$ cat src/rtl/tsched_pkg.sv
`timescale 1ns/1ps
package tsched_pkg;

  typedef enum logic [1:0] {
    SRC_DATA  = 2'd0,
    SRC_BURST = 2'd1,
    SRC_CTRL  = 2'd2,
    SRC_IDLE  = 2'd3
  } tx_src_e;

  localparam int NUM_RINGS = 3;

  // Ring depth in words, 4:3:1 share of the unit size.
  function automatic int ring_depth(input int unit, input int ring);
    case (ring)
      0:       return 4 * unit;
      1:       return 3 * unit;
      default: return unit;
    endcase
  endfunction

  // Successor in the service cycle 0 -> 1 -> 2 -> 0.
  function automatic logic [1:0] ring_after(input logic [1:0] r);
    return (r >= 2'd2) ? 2'd0 : r + 2'd1;
  endfunction

  // First candidate found when scanning from start.
  function automatic logic [1:0] rr_pick(input logic [2:0] cand, input logic [1:0] start);
    logic [3:0] c4;
    logic [1:0] idx;
    logic [1:0] pick;
    logic       hit;
    c4   = {1'b0, cand};
    idx  = start;
    pick = start;
    hit  = 1'b0;
    for (int k = 0; k < NUM_RINGS; k++) begin
      if (!hit && c4[idx]) begin
        pick = idx;
        hit  = 1'b1;
      end
      idx = ring_after(idx);
    end
    return pick;
  endfunction

  function automatic logic proto_of(input tx_src_e s);
    return s != SRC_BURST;
  endfunction

endpackage

$ cat src/rtl/tsched_ring.sv
`timescale 1ns/1ps
module tsched_ring #(
  parameter int W     = 32,
  parameter int DEPTH = 4
) (
  input  logic         clk,
  input  logic         rst_n,
  input  logic         wr_en,
  input  logic [W-1:0] wr_data,
  input  logic         wr_last,
  input  logic         pop,
  output logic         full,
  output logic [W-1:0] rd_data,
  output logic         rd_last,
  output logic         has_elem
);
  localparam int AW = (DEPTH > 1) ? $clog2(DEPTH) : 1;
  localparam int CW = $clog2(DEPTH + 1);

  logic [W:0]    store [DEPTH];
  logic [AW-1:0] wp, rp;
  logic [CW-1:0] words, elems;
  logic          accept, push_end, pop_end;

  function automatic logic [AW-1:0] bump(input logic [AW-1:0] p);
    return (p == AW'(DEPTH - 1)) ? '0 : p + AW'(1);
  endfunction

  assign full     = (words == CW'(DEPTH));
  assign accept   = wr_en && !full;
  assign rd_data  = store[rp][W-1:0];
  assign rd_last  = store[rp][W];
  assign has_elem = (elems != '0);
  assign push_end = accept && wr_last;
  assign pop_end  = pop && rd_last;

  always_ff @(posedge clk) begin
    if (accept) store[wp] <= {wr_last, wr_data};
  end

  always_ff @(posedge clk or negedge rst_n) begin
    if (!rst_n) begin
      wp    <= '0;
      rp    <= '0;
      words <= '0;
      elems <= '0;
    end else begin
      if (accept) wp <= bump(wp);
      if (pop)    rp <= bump(rp);
      words <= words + CW'(accept) - CW'(pop);
      elems <= elems + CW'(push_end) - CW'(pop_end);
    end
  end

  // a write into a full ring leaves the occupancy no higher
  assert_no_overflow_R3: assert property (@(posedge clk) disable iff (!rst_n)
    (wr_en && full) |=> (words <= $past(words)));

  // occupancy never exceeds the ring size
  assert_depth_bound_R2: assert property (@(posedge clk) disable iff (!rst_n)
    words <= CW'(DEPTH));

  // reads only happen inside a complete element
  assert_no_underflow_R4: assert property (@(posedge clk) disable iff (!rst_n)
    pop |-> (elems != '0 && words != '0));

endmodule

$ cat src/rtl/tsched_arb.sv
`timescale 1ns/1ps
module tsched_arb
  import tsched_pkg::*;
(
  input  logic       clk,
  input  logic       rst_n,
  input  logic [2:0] has_elem,
  input  logic       advance,
  output logic [2:0] grant,
  output logic [1:0] pick_idx,
  output logic       idle_pick
);
  logic [1:0] ptr;
  logic       frames_dry;
  logic [2:0] cand;

  assign frames_dry = !has_elem[SRC_DATA] && !has_elem[SRC_CTRL];
  assign cand       = {has_elem[SRC_CTRL], has_elem[SRC_BURST],
                       has_elem[SRC_DATA] | frames_dry};
  assign pick_idx   = rr_pick(cand, ptr);
  assign grant      = 3'b001 << pick_idx;
  assign idle_pick  = (pick_idx == 2'd0) && !has_elem[SRC_DATA];

  always_ff @(posedge clk or negedge rst_n) begin
    if (!rst_n)       ptr <= 2'd0;
    else if (advance) ptr <= ring_after(pick_idx);
  end

  // a served ring really held a complete element
  assert_skip_empty_R5: assert property (@(posedge clk) disable iff (!rst_n)
    (advance && !idle_pick) |-> has_elem[pick_idx]);

  // the burst slot is never granted without burst data
  assert_no_burst_filler_R8: assert property (@(posedge clk) disable iff (!rst_n)
    grant[1] |-> has_elem[1]);

  // idle frame only when both frame rings are dry
  assert_idle_gate_R6: assert property (@(posedge clk) disable iff (!rst_n)
    (advance && idle_pick) |-> (!has_elem[0] && !has_elem[2]));

endmodule

$ cat src/rtl/tsched_idle.sv
`timescale 1ns/1ps
module tsched_idle #(
  parameter int W        = 32,
  parameter int FCW      = 2,
  parameter int IDLE_LEN = 2
) (
  input  logic           clk,
  input  logic           rst_n,
  input  logic [FCW-1:0] fc_in,
  input  logic           start,
  input  logic           step,
  output logic [W-1:0]   word,
  output logic           last
);
  localparam int CW = $clog2(IDLE_LEN + 1);

  logic [FCW-1:0] hold;
  logic [CW-1:0]  cnt;

  assign word = W'(start ? fc_in : hold);
  assign last = start ? (IDLE_LEN == 1) : (cnt == CW'(IDLE_LEN - 1));

  always_ff @(posedge clk or negedge rst_n) begin
    if (!rst_n) begin
      hold <= '0;
      cnt  <= '0;
    end else if (start) begin
      hold <= fc_in;
      cnt  <= CW'(1);
    end else if (step) begin
      cnt <= cnt + CW'(1);
    end
  end

  // an idle frame never runs past its length
  assert_idle_len_R6: assert property (@(posedge clk) disable iff (!rst_n)
    step |-> (cnt < CW'(IDLE_LEN)));

endmodule

$ cat src/rtl/tri_ring_tx_sched.sv
`timescale 1ns/1ps
module tri_ring_tx_sched
  import tsched_pkg::*;
#(
  parameter int W        = 32,
  parameter int FCW      = 2,
  parameter int UNIT     = 4,
  parameter int IDLE_LEN = 2
) (
  input  logic           clk,
  input  logic           rst_n,
  input  logic [FCW-1:0] fc_status,
  input  logic           dat_wr_en,
  input  logic [W-1:0]   dat_wr_data,
  input  logic           dat_wr_last,
  output logic           dat_full,
  input  logic           brs_wr_en,
  input  logic [W-1:0]   brs_wr_data,
  input  logic           brs_wr_last,
  output logic           brs_full,
  input  logic           ctl_wr_en,
  input  logic [W-1:0]   ctl_wr_data,
  input  logic           ctl_wr_last,
  output logic           ctl_full,
  output logic           tx_valid,
  output logic [W-1:0]   tx_data,
  output logic           tx_last,
  output logic           tx_proto,
  output logic [1:0]     tx_src
);
  logic [2:0]   wen, wlast, full_v, pop_v, rlast_v, has_v;
  logic [W-1:0] wd [NUM_RINGS];
  logic [W-1:0] rd [NUM_RINGS];

  assign wen   = {ctl_wr_en, brs_wr_en, dat_wr_en};
  assign wlast = {ctl_wr_last, brs_wr_last, dat_wr_last};
  assign wd[0] = dat_wr_data;
  assign wd[1] = brs_wr_data;
  assign wd[2] = ctl_wr_data;
  assign dat_full = full_v[0];
  assign brs_full = full_v[1];
  assign ctl_full = full_v[2];

  generate
    for (genvar i = 0; i < NUM_RINGS; i++) begin : g_ring
      tsched_ring #(.W(W), .DEPTH(ring_depth(UNIT, i))) u_ring (
        .clk      (clk),
        .rst_n    (rst_n),
        .wr_en    (wen[i]),
        .wr_data  (wd[i]),
        .wr_last  (wlast[i]),
        .pop      (pop_v[i]),
        .full     (full_v[i]),
        .rd_data  (rd[i]),
        .rd_last  (rlast_v[i]),
        .has_elem (has_v[i])
      );
    end
  endgenerate

  // element-boundary state
  logic    busy;
  tx_src_e cur;
  logic    decide;
  assign decide = !busy;

  logic [2:0] grant;
  logic [1:0] pick_idx;
  logic       idle_pick;

  tsched_arb u_arb (
    .clk       (clk),
    .rst_n     (rst_n),
    .has_elem  (has_v),
    .advance   (decide),
    .grant     (grant),
    .pick_idx  (pick_idx),
    .idle_pick (idle_pick)
  );

  logic         idle_start, idle_step, idle_last;
  logic [W-1:0] idle_word;

  tsched_idle #(.W(W), .FCW(FCW), .IDLE_LEN(IDLE_LEN)) u_idle (
    .clk   (clk),
    .rst_n (rst_n),
    .fc_in (fc_status),
    .start (idle_start),
    .step  (idle_step),
    .word  (idle_word),
    .last  (idle_last)
  );

  tx_src_e      sel_src;
  logic [W-1:0] sel_word;
  logic         sel_last;

  always_comb begin
    idle_start = 1'b0;
    idle_step  = 1'b0;
    if (decide) begin
      if (idle_pick) begin
        sel_src    = SRC_IDLE;
        idle_start = 1'b1;
      end else begin
        sel_src = tx_src_e'(pick_idx);
      end
    end else begin
      sel_src   = cur;
      idle_step = (cur == SRC_IDLE);
    end
    for (int i = 0; i < NUM_RINGS; i++)
      pop_v[i] = (2'(sel_src) == 2'(i));
    case (sel_src)
      SRC_DATA:  begin sel_word = rd[0];     sel_last = rlast_v[0]; end
      SRC_BURST: begin sel_word = rd[1];     sel_last = rlast_v[1]; end
      SRC_CTRL:  begin sel_word = rd[2];     sel_last = rlast_v[2]; end
      default:   begin sel_word = idle_word; sel_last = idle_last;  end
    endcase
  end

  always_ff @(posedge clk or negedge rst_n) begin
    if (!rst_n) begin
      busy     <= 1'b0;
      cur      <= SRC_DATA;
      tx_valid <= 1'b0;
      tx_data  <= '0;
      tx_last  <= 1'b0;
      tx_proto <= 1'b0;
      tx_src   <= 2'd0;
    end else begin
      busy     <= !sel_last;
      cur      <= sel_src;
      tx_valid <= 1'b1;
      tx_data  <= sel_word;
      tx_last  <= sel_last;
      tx_proto <= proto_of(sel_src);
      tx_src   <= 2'(sel_src);
    end
  end

  // an unfinished element continues from the same source
  assert_whole_element_R4: assert property (@(posedge clk) disable iff (!rst_n)
    (tx_valid && !tx_last) |=> (tx_valid && tx_src == $past(tx_src)));

  // idle payload is held across the frame
  assert_idle_hold_R7: assert property (@(posedge clk) disable iff (!rst_n)
    (tx_valid && $past(tx_valid) && tx_src == 2'd3 && !$past(tx_last))
      |-> (tx_data == $past(tx_data)));

  // protocol flag agrees with the source code
  assert_proto_R9: assert property (@(posedge clk) disable iff (!rst_n)
    tx_valid |-> (tx_proto == (tx_src != 2'd1)));

  // the port never goes quiet once running
  assert_streaming_R10: assert property (@(posedge clk) disable iff (!rst_n)
    $past(tx_valid) |-> tx_valid);

endmodule

$ cat config.mk
export PLATFORM = sky130hd
export DESIGN_NAME = tri_ring_tx_sched
export DESIGN_NICKNAME = d
export VERILOG_FILES = /design/src/rtl/tsched_pkg.sv /design/src/rtl/tsched_ring.sv /design/src/rtl/tsched_arb.sv /design/src/rtl/tsched_idle.sv /design/src/rtl/tri_ring_tx_sched.sv
export SDC_FILE = /design/constraint.sdc
export NUM_CORES = 1
export LEC_CHECK = 0
export ABC_AREA = 1
export BUFFER_PORTS_ARGS = -buffer_cell sky130_fd_sc_hd__buf_2
export CORE_MARGIN = 1
export CORE_UTILIZATION = 40
export CTS_CLUSTER_DIAMETER = 60
export DETAILED_ROUTE_END_ITERATION = 12
export SLEW_MARGIN = 15
export SYNTH_ARGS = -nofsm -noshare
export SYNTH_HDL_FRONTEND = slang
export SYNTH_HIERARCHICAL = 1
export SYNTH_SLANG_ARGS = --single-unit
export TNS_END_PERCENT = 1
$ cat constraint.sdc
create_clock -name clk -period 5.8 [get_ports clk]
set_clock_uncertainty 0.15 [all_clocks]
set_input_delay 0.29 -clock clk [delete_from_list [all_inputs] [get_ports clk]]
set_output_delay 0.29 -clock clk [all_outputs]
set_load 0.02 [all_outputs]
**Yosys cells after proc, flatten, opt, wreduce, memory -nomap -nowiden**

Memory sizes are Yosys's and may differ from the RTL's.
Index checks and enable logic that the tools add are counted.

- $add $sub $neg: 22
- Order comparisons: 6
- Equal/unequal tests: 14
- Multiplexer cells: 36
- Bitwise logic cells: 1
- Reductions and logical operators: 27

Operator list:

| cell | number |
|---|---|
| $pmux 32 s3 | 1 |
| $mux 2 | 12 |
| $eq 4x4->1 const B | 5 |
| $add 4x1->4 const B | 4 |
| $mux 4 | 4 |
| $mux 1 | 15 |
| $logic_and 1x1->1 | 13 |
| $add 2x1->2 const B | 6 |
| $add 5x1->5 | 2 |
| $sub 5x1->5 | 2 |
| $lt 2x3->1 const B | 3 |
| $add 4x1->4 | 2 |
| $eq 2x2->1 const B | 4 |
| $logic_not 1->1 | 8 |
| $sub 4x1->4 | 2 |
| $add 3x1->3 | 2 |
| $bmux 1 s2 | 3 |
| $ge 2x2->1 const B | 3 |
| $sub 3x1->3 | 2 |
| $eq 5x5->1 const B | 1 |
| $reduce_bool 5->1 | 1 |
| $eq 2x1->1 const B | 2 |
| $logic_not 2->1 | 2 |
| $reduce_bool 4->1 | 1 |
| other kinds (6) | 6 |

- Register bits: 88
- Memory bits (writable): 1056
- Input bits: 106
- Output and inout port bits: 40
- Word-level logic and storage cells: 130
- Memories: 3

Memories:

| name | words | width | rd ports | clocked after Yosys merged registers in | write ports | line | source |
|---|---|---|---|---|---|---|---|
| g_ring[0].u_ring.store | 16 | 33 | 1 | 0 | 1 | tsched_ring.sv:20 | `logic [W:0] store [DEPTH];` |
| g_ring[1].u_ring.store | 12 | 33 | 1 | 0 | 1 | tsched_ring.sv:20 |  |
| g_ring[2].u_ring.store | 4 | 33 | 1 | 0 | 1 | tsched_ring.sv:20 |  |

**Depth between registers and ports, before layout**

- Depth after elaboration: 20
- Depth in mapped cells: 27
- Mapped depth without buffers: 26

**Hierarchy**

The synthesis kept the hierarchy.

By module, submodules not included:

| module | times used | cells an instance | area each (µm²) | sequential area each (µm²) |
|---|---|---|---|---|
| tsched_ring (g_ring[0].u_ring) | 1 | 1747 | 21951.1 | 16305.6 |
| tsched_ring (g_ring[1].u_ring) | 1 | 1293 | 16482.1 | 12291.8 |
| tsched_ring (g_ring[2].u_ring) | 1 | 459 | 5861.9 | 4214.0 |
| tri_ring_tx_sched | 1 | 254 | 2029.4 | 950.9 |
| tsched_idle | 1 | 55 | 416.6 | 100.1 |
| tsched_arb | 1 | 55 | 327.8 | 50.0 |

**Least setup slack after synthesis**

Ideal clock, no wire load.

- Path kind: register to register
- Start point: register g_ring[1].u_ring.words[2]
- End point: memory g_ring[1].u_ring/store[10][0] (netlist bit), enable pin
- Setup time: 0.464 ns
- Arrival: 3.222 ns
- Data required time: 5.186 ns
- Slack: 1.964 ns
- Cell stages (with the launch flop): 6
- Path buffers: 1
- Clock period less this slack: 3.836 ns
- Cells stage by stage: dfrtp_1 > ha_1 > nand3_1 > nand2_1 > buf_1 > nor3_1

- Cells in the longest elaborated chain, start to end: 5

RTL lines:

| item | line | source |
|---|---|---|
| from (decl) | tsched_ring.sv:22 | `logic [CW-1:0] words, elems;` |
| from (signal assigned) | tsched_ring.sv:50 | `words <= words + CW'(accept) - CW'(pop);` |
| $eq 4x4->1 | tsched_ring.sv:29 | `assign full = (words == CW'(DEPTH));` |
| $logic_not 1->1 | tsched_ring.sv:30 | `assign accept = wr_en && !full;` |
| $logic_and 1x1->1 | tsched_ring.sv:30 |  |
| $mux 1 | tsched_ring.sv:38 | `if (accept) store[wp] <= {wr_last, wr_data};` |
| $mux 1 (implied by the code) | tsched_ring.sv:38 |  |
| to (decl) | tsched_ring.sv:20 |  |

Every way passes these cells.

**Worst setup path after layout**

- Start point: register g_ring[0].u_ring.elems[3]
- End point: register g_ring[1].u_ring.elems[2]

- Cells in the longest elaborated chain, start to end: 20
- Elaborated cells on any way between the ends: 25
- Classes of those cells: add/sub (1); eq/ne (1); mux (12); bitwise (1); reduce/logical (10)

RTL lines:

| item | line | source |
|---|---|---|
| from (decl) | tsched_ring.sv:22 |  |
| from (signal assigned) | tsched_ring.sv:51 | `elems <= elems + CW'(push_end) - CW'(pop_end);` |
| $reduce_bool 5->1 (*) | tsched_ring.sv:33 | `assign has_elem = (elems != '0);` |
| net has_v[0] | tri_ring_tx_sched.sv:31 | `logic [2:0] wen, wlast, full_v, pop_v, rlast_v, has_v;` |
| $logic_not 1->1 | tsched_arb.sv:17, tsched_arb.sv:22 |  |
| $logic_and 1x1->1 | tsched_arb.sv:17 | `assign frames_dry = !has_elem[SRC_DATA] && !has_elem[SRC_CTRL];` |
| $or 1x1->1 | tsched_arb.sv:19 | `has_elem[SRC_DATA] \| frames_dry};` |
| $bmux 1 s2 | tsched_pkg.sv:38 | `if (!hit && c4[idx]) begin` |
| $mux 1 (implied by the code) | tsched_pkg.sv:38 |  |
| $mux 1 | tsched_pkg.sv:38 |  |
| [... 7 more ...] | -- |  |
| $logic_and 1x1->1 (*) | tsched_arb.sv:22 | `assign idle_pick = (pick_idx == 2'd0) && !has_elem[SRC_DATA];` |
| net idle_pick | tri_ring_tx_sched.sv:69 | `logic idle_pick;` |
| $mux 2 (*) | tri_ring_tx_sched.sv:102 | `if (idle_pick) begin` |
| $mux 2 (*) | tri_ring_tx_sched.sv:101 | `if (decide) begin` |
| $eq 2x1->1 (*) | tri_ring_tx_sched.sv:113 | `pop_v[i] = (2'(sel_src) == 2'(i));` |
| net pop_v[1] | tri_ring_tx_sched.sv:31 |  |
| $logic_and 1x1->1 (*) | tsched_ring.sv:35 | `assign pop_end = pop && rd_last;` |
| $sub 4x1->4 (*) | tsched_ring.sv:51 |  |
| to (signal assigned) | tsched_ring.sv:51 |  |
| to (decl) | tsched_ring.sv:22 |  |

Mark *: on every way through the listed nets, which the timed path passes. The rest lies on a longest branch. The select of a mux whose other input is x is not followed.
A chain may end at the register's enable or synchronous reset.

==> flow_summary.yaml <==
run_status:
  status: "finished clean"
power:
  powerDensity_nw_per_um2: 522
  power.leakage_nw: 19.3
  ir_drop_uv: 447
timing:
  hold_viol_final: 0
  post-route-period-util_pct: 76.4
  drv_slew: 0
  max_freq_ghz: 0.226
  fin_hold_ws_ns: 0.0777
  slew_headroom_pct: 19.4
  setup_tns_ns: 0
  period_needed_ns: 4.43
  tightest_slew_ns: 1.21
  rsz0062_at_grt: "no"
  setup_viol_count_final: 0
final_layout:
  fin_nets: 4218
  num-fill-cells: 10500
  syn_to_final_growth_pct: 14.8
  drive_gt1_share_pct: 10.7
drt:
  drt_iter0_drc: 2979
  dr_total_vias: 30200
  final_antenna_net_count: 0
  dr.pass1.iters: 5
  vias_per_cell: 5.30
  wl_per_cell_um: 21.7
  route.detailed.drc: 0
  drt_wl_total_um: 124000
yosys:
  syn_inst: 3860
  syn_area_per_cell_sq_um: 12.2
  synth_warnings: 6
  synth_area_sq_um: 47100
floorplanning:
  ios: 146
  coreArea_sq_um: 116000
  die_x_um: 345
  std_cell_rows: 125
  die-area_sq_um: 119000
  start_util_pct: 40.4
  die_y_um: 345
global_routing:
  grt_max_degree: 200
  grtUsageMet2_pct: 31.6
  use_met1_pct: 30.5
  grt_pass1_wl_um: 183000
  grt_pass1_vias: 28300
  antenna_found_initial: 14
  grt.overflow.total: 0
  busiest_layer: "met2"
  grt_usage_pct: 20.6
  gr-usage-met3_pct: 3.24
critical_path:
  cp-start-kind: "flip-flop"
  worst_r2r_path_depth: 23
  cp_max_fo: 70
  critPathLaunch: "g_ring[0].u_ring/elems[3]"
  r2r-start: "g_ring[0].u_ring/elems[3]"
  slowest_stage: "buf_4"
  r2r-end: "g_ring[1].u_ring/elems[2]"
  cp.depth: 23
  critPathTopFamily: "simple AND/OR/NAND/NOR gates"
  path_class: "flip-flop to flip-flop"
  cpMostUsedCell: "inv_1"
  regToRegSetupSlack_ns: 1.37
  crit_chain: "inv_1 > ha_1 > nand3b_1 > inv_1 > nand2_1 > nand2_1 > nand3_1 > nand3_2 > nand3_1 > nand2_2 > nand2_2 > nor2_2 > o21ai_1 > nand2_2 > buf_4 > nor2_1 > inv_1 > a21oi_1 > ha_1 > inv_1 > ha_1 > fa_1 > xor2_1"
  worst_ep_required_time_ns: 6.25
  slowest_delay_ns: 0.57
  endpoint: "g_ring[1].u_ring/elems[2]"
  crit_path_end_kind: "flip-flop"
  worstPathArrival_ns: 4.88
  path_buf_inv: 5
place:
  io_buffers: 145
  post-dp-hpwl_um: 67900
  gp_congestion: 0.822
clock_tree:
  htree_levels: 3
  numCtsBuffers: 118
  cts_hold_buffers: 106
  cts-root-buf: "clkbuf_16"
  ctsResizeCount: 0
  cts.path.max_buffers: 3
  clock-sinks: 1144
  cts_tree: "yes"
  clock_latency_ns: 0.72
  cts_setup_buffers: 0
  clkTransAtPathRegs_ns: 0.06
job:
  drv_cap: 0
hold_path:
  hold_path_class: "input pin to flip-flop"
state kept, by name, indices dropped and copies added, names as in the netlist, 2 cells and up:
name and cells:
cur 2, u_arb/ptr 2, g_ring.u_ring/words 12, g_ring.u_ring/elems 12, tx_data 32, g_ring.u_ring/store 1056, u_idle/cnt 2, g_ring.u_ring/rp 10
g_ring.u_ring/wp 10, u_idle/hold 2
cell type report:
type / count / area [sq um] / area share [%]
Antenna cell: 7 / 17.5 / 0.0324
Tap cell: 1524 / 1910 / 3.53
Inverter: 220 / 837 / 1.55
Clock inverter: 74 / 669 / 1.24
Clock buffer: 151 / 3160 / 5.84
Multi-Input combinational cell: 2267 / 11200 / 20.7
Timing Repair Buffer: 313 / 2310 / 4.28
Sequential cell: 1144 / 33900 / 62.8
power breakdown:
group,internal (mW),leakage (nW),switching (mW),total [mW]
Sequential,10.3,10.6,0.623,10.9
Combinational,2.70,6.78,7.16,9.87
Clock,4.26,1.87,3.22,7.48
worst min-delay path: cells and delay by family:
kind                   cells  cell delay (ns)
buffers and inverters      2             0.31
and+or+nand+nor            3             0.29
placed cells by master (no fill, tap or decap), types with 17 or more instances in the layout:
| cell type | count |
|---|---|
| nor2_1 | 646 |
| conb_1 | 31 |
| o21ai_0 | 422 |
| buf_4 | 59 |
| o21ai_1 | 84 |
| edfxtp_1 | 1056 |
| o22ai_1 | 64 |
| dfrtp_1 | 83 |
| o211ai_1 | 161 |
| dlygate4sd3_1 | 105 |
| clkinv_1 | 34 |
| inv_1 | 204 |
| clkinv_2 | 21 |
| ha_1 | 42 |
| clkbuf_16 | 119 |
| a21oi_1 | 17 |
| nand3_1 | 241 |
| clkbuf_1 | 26 |
| nand2_1 | 441 |
| nand4_1 | 37 |
| buf_2 | 144 |
| nor2_4 | 26 |
layer usage:
layer,wire [um],vias up
li1,-,14100
met1,57300,14900
met2,56100,986
met3,7980,197
met4,2350,12
met5,80,-
how the worst min path moves through the flow:
stage               from                      to  slack (ns)  cells past startpoint
2_1_floorplan      rst_n                    busy       -0.16                      0
3_3_place_gp       rst_n             tx_data[13]        0.11                      1
3_5_place_dp       rst_n             tx_data[14]        0.10                      1
4_1_cts        brs_wr_en  g_ring[1].u_ring/wp[3]        0.04                      5
5_1_grt        brs_wr_en  g_ring[1].u_ring/wp[3]         0.1                      5
6_report       brs_wr_en  g_ring[1].u_ring/wp[3]        0.08                      5
per-stage QoR:
step / instance area [sq um] / power (mW) / utilization (%) / instances / worst slack, ns
floorplan: 47200 / 17.4 / - / 3889 / 1.96
global placement: 49100 / 20.7 / 42.2 / 5362 / 1.54
global route: 54000 / 29.7 / 46.4 / 5698 / 1.06
CTS: 54000 / 28.4 / 46.4 / 5693 / 1.42
detailed placement: 49100 / 20.8 / 42.2 / 5362 / 1.45
finish: 54000 / 28.2 / 46.4 / 5700 / 1.37
Power figures use the tool's default switching activity.
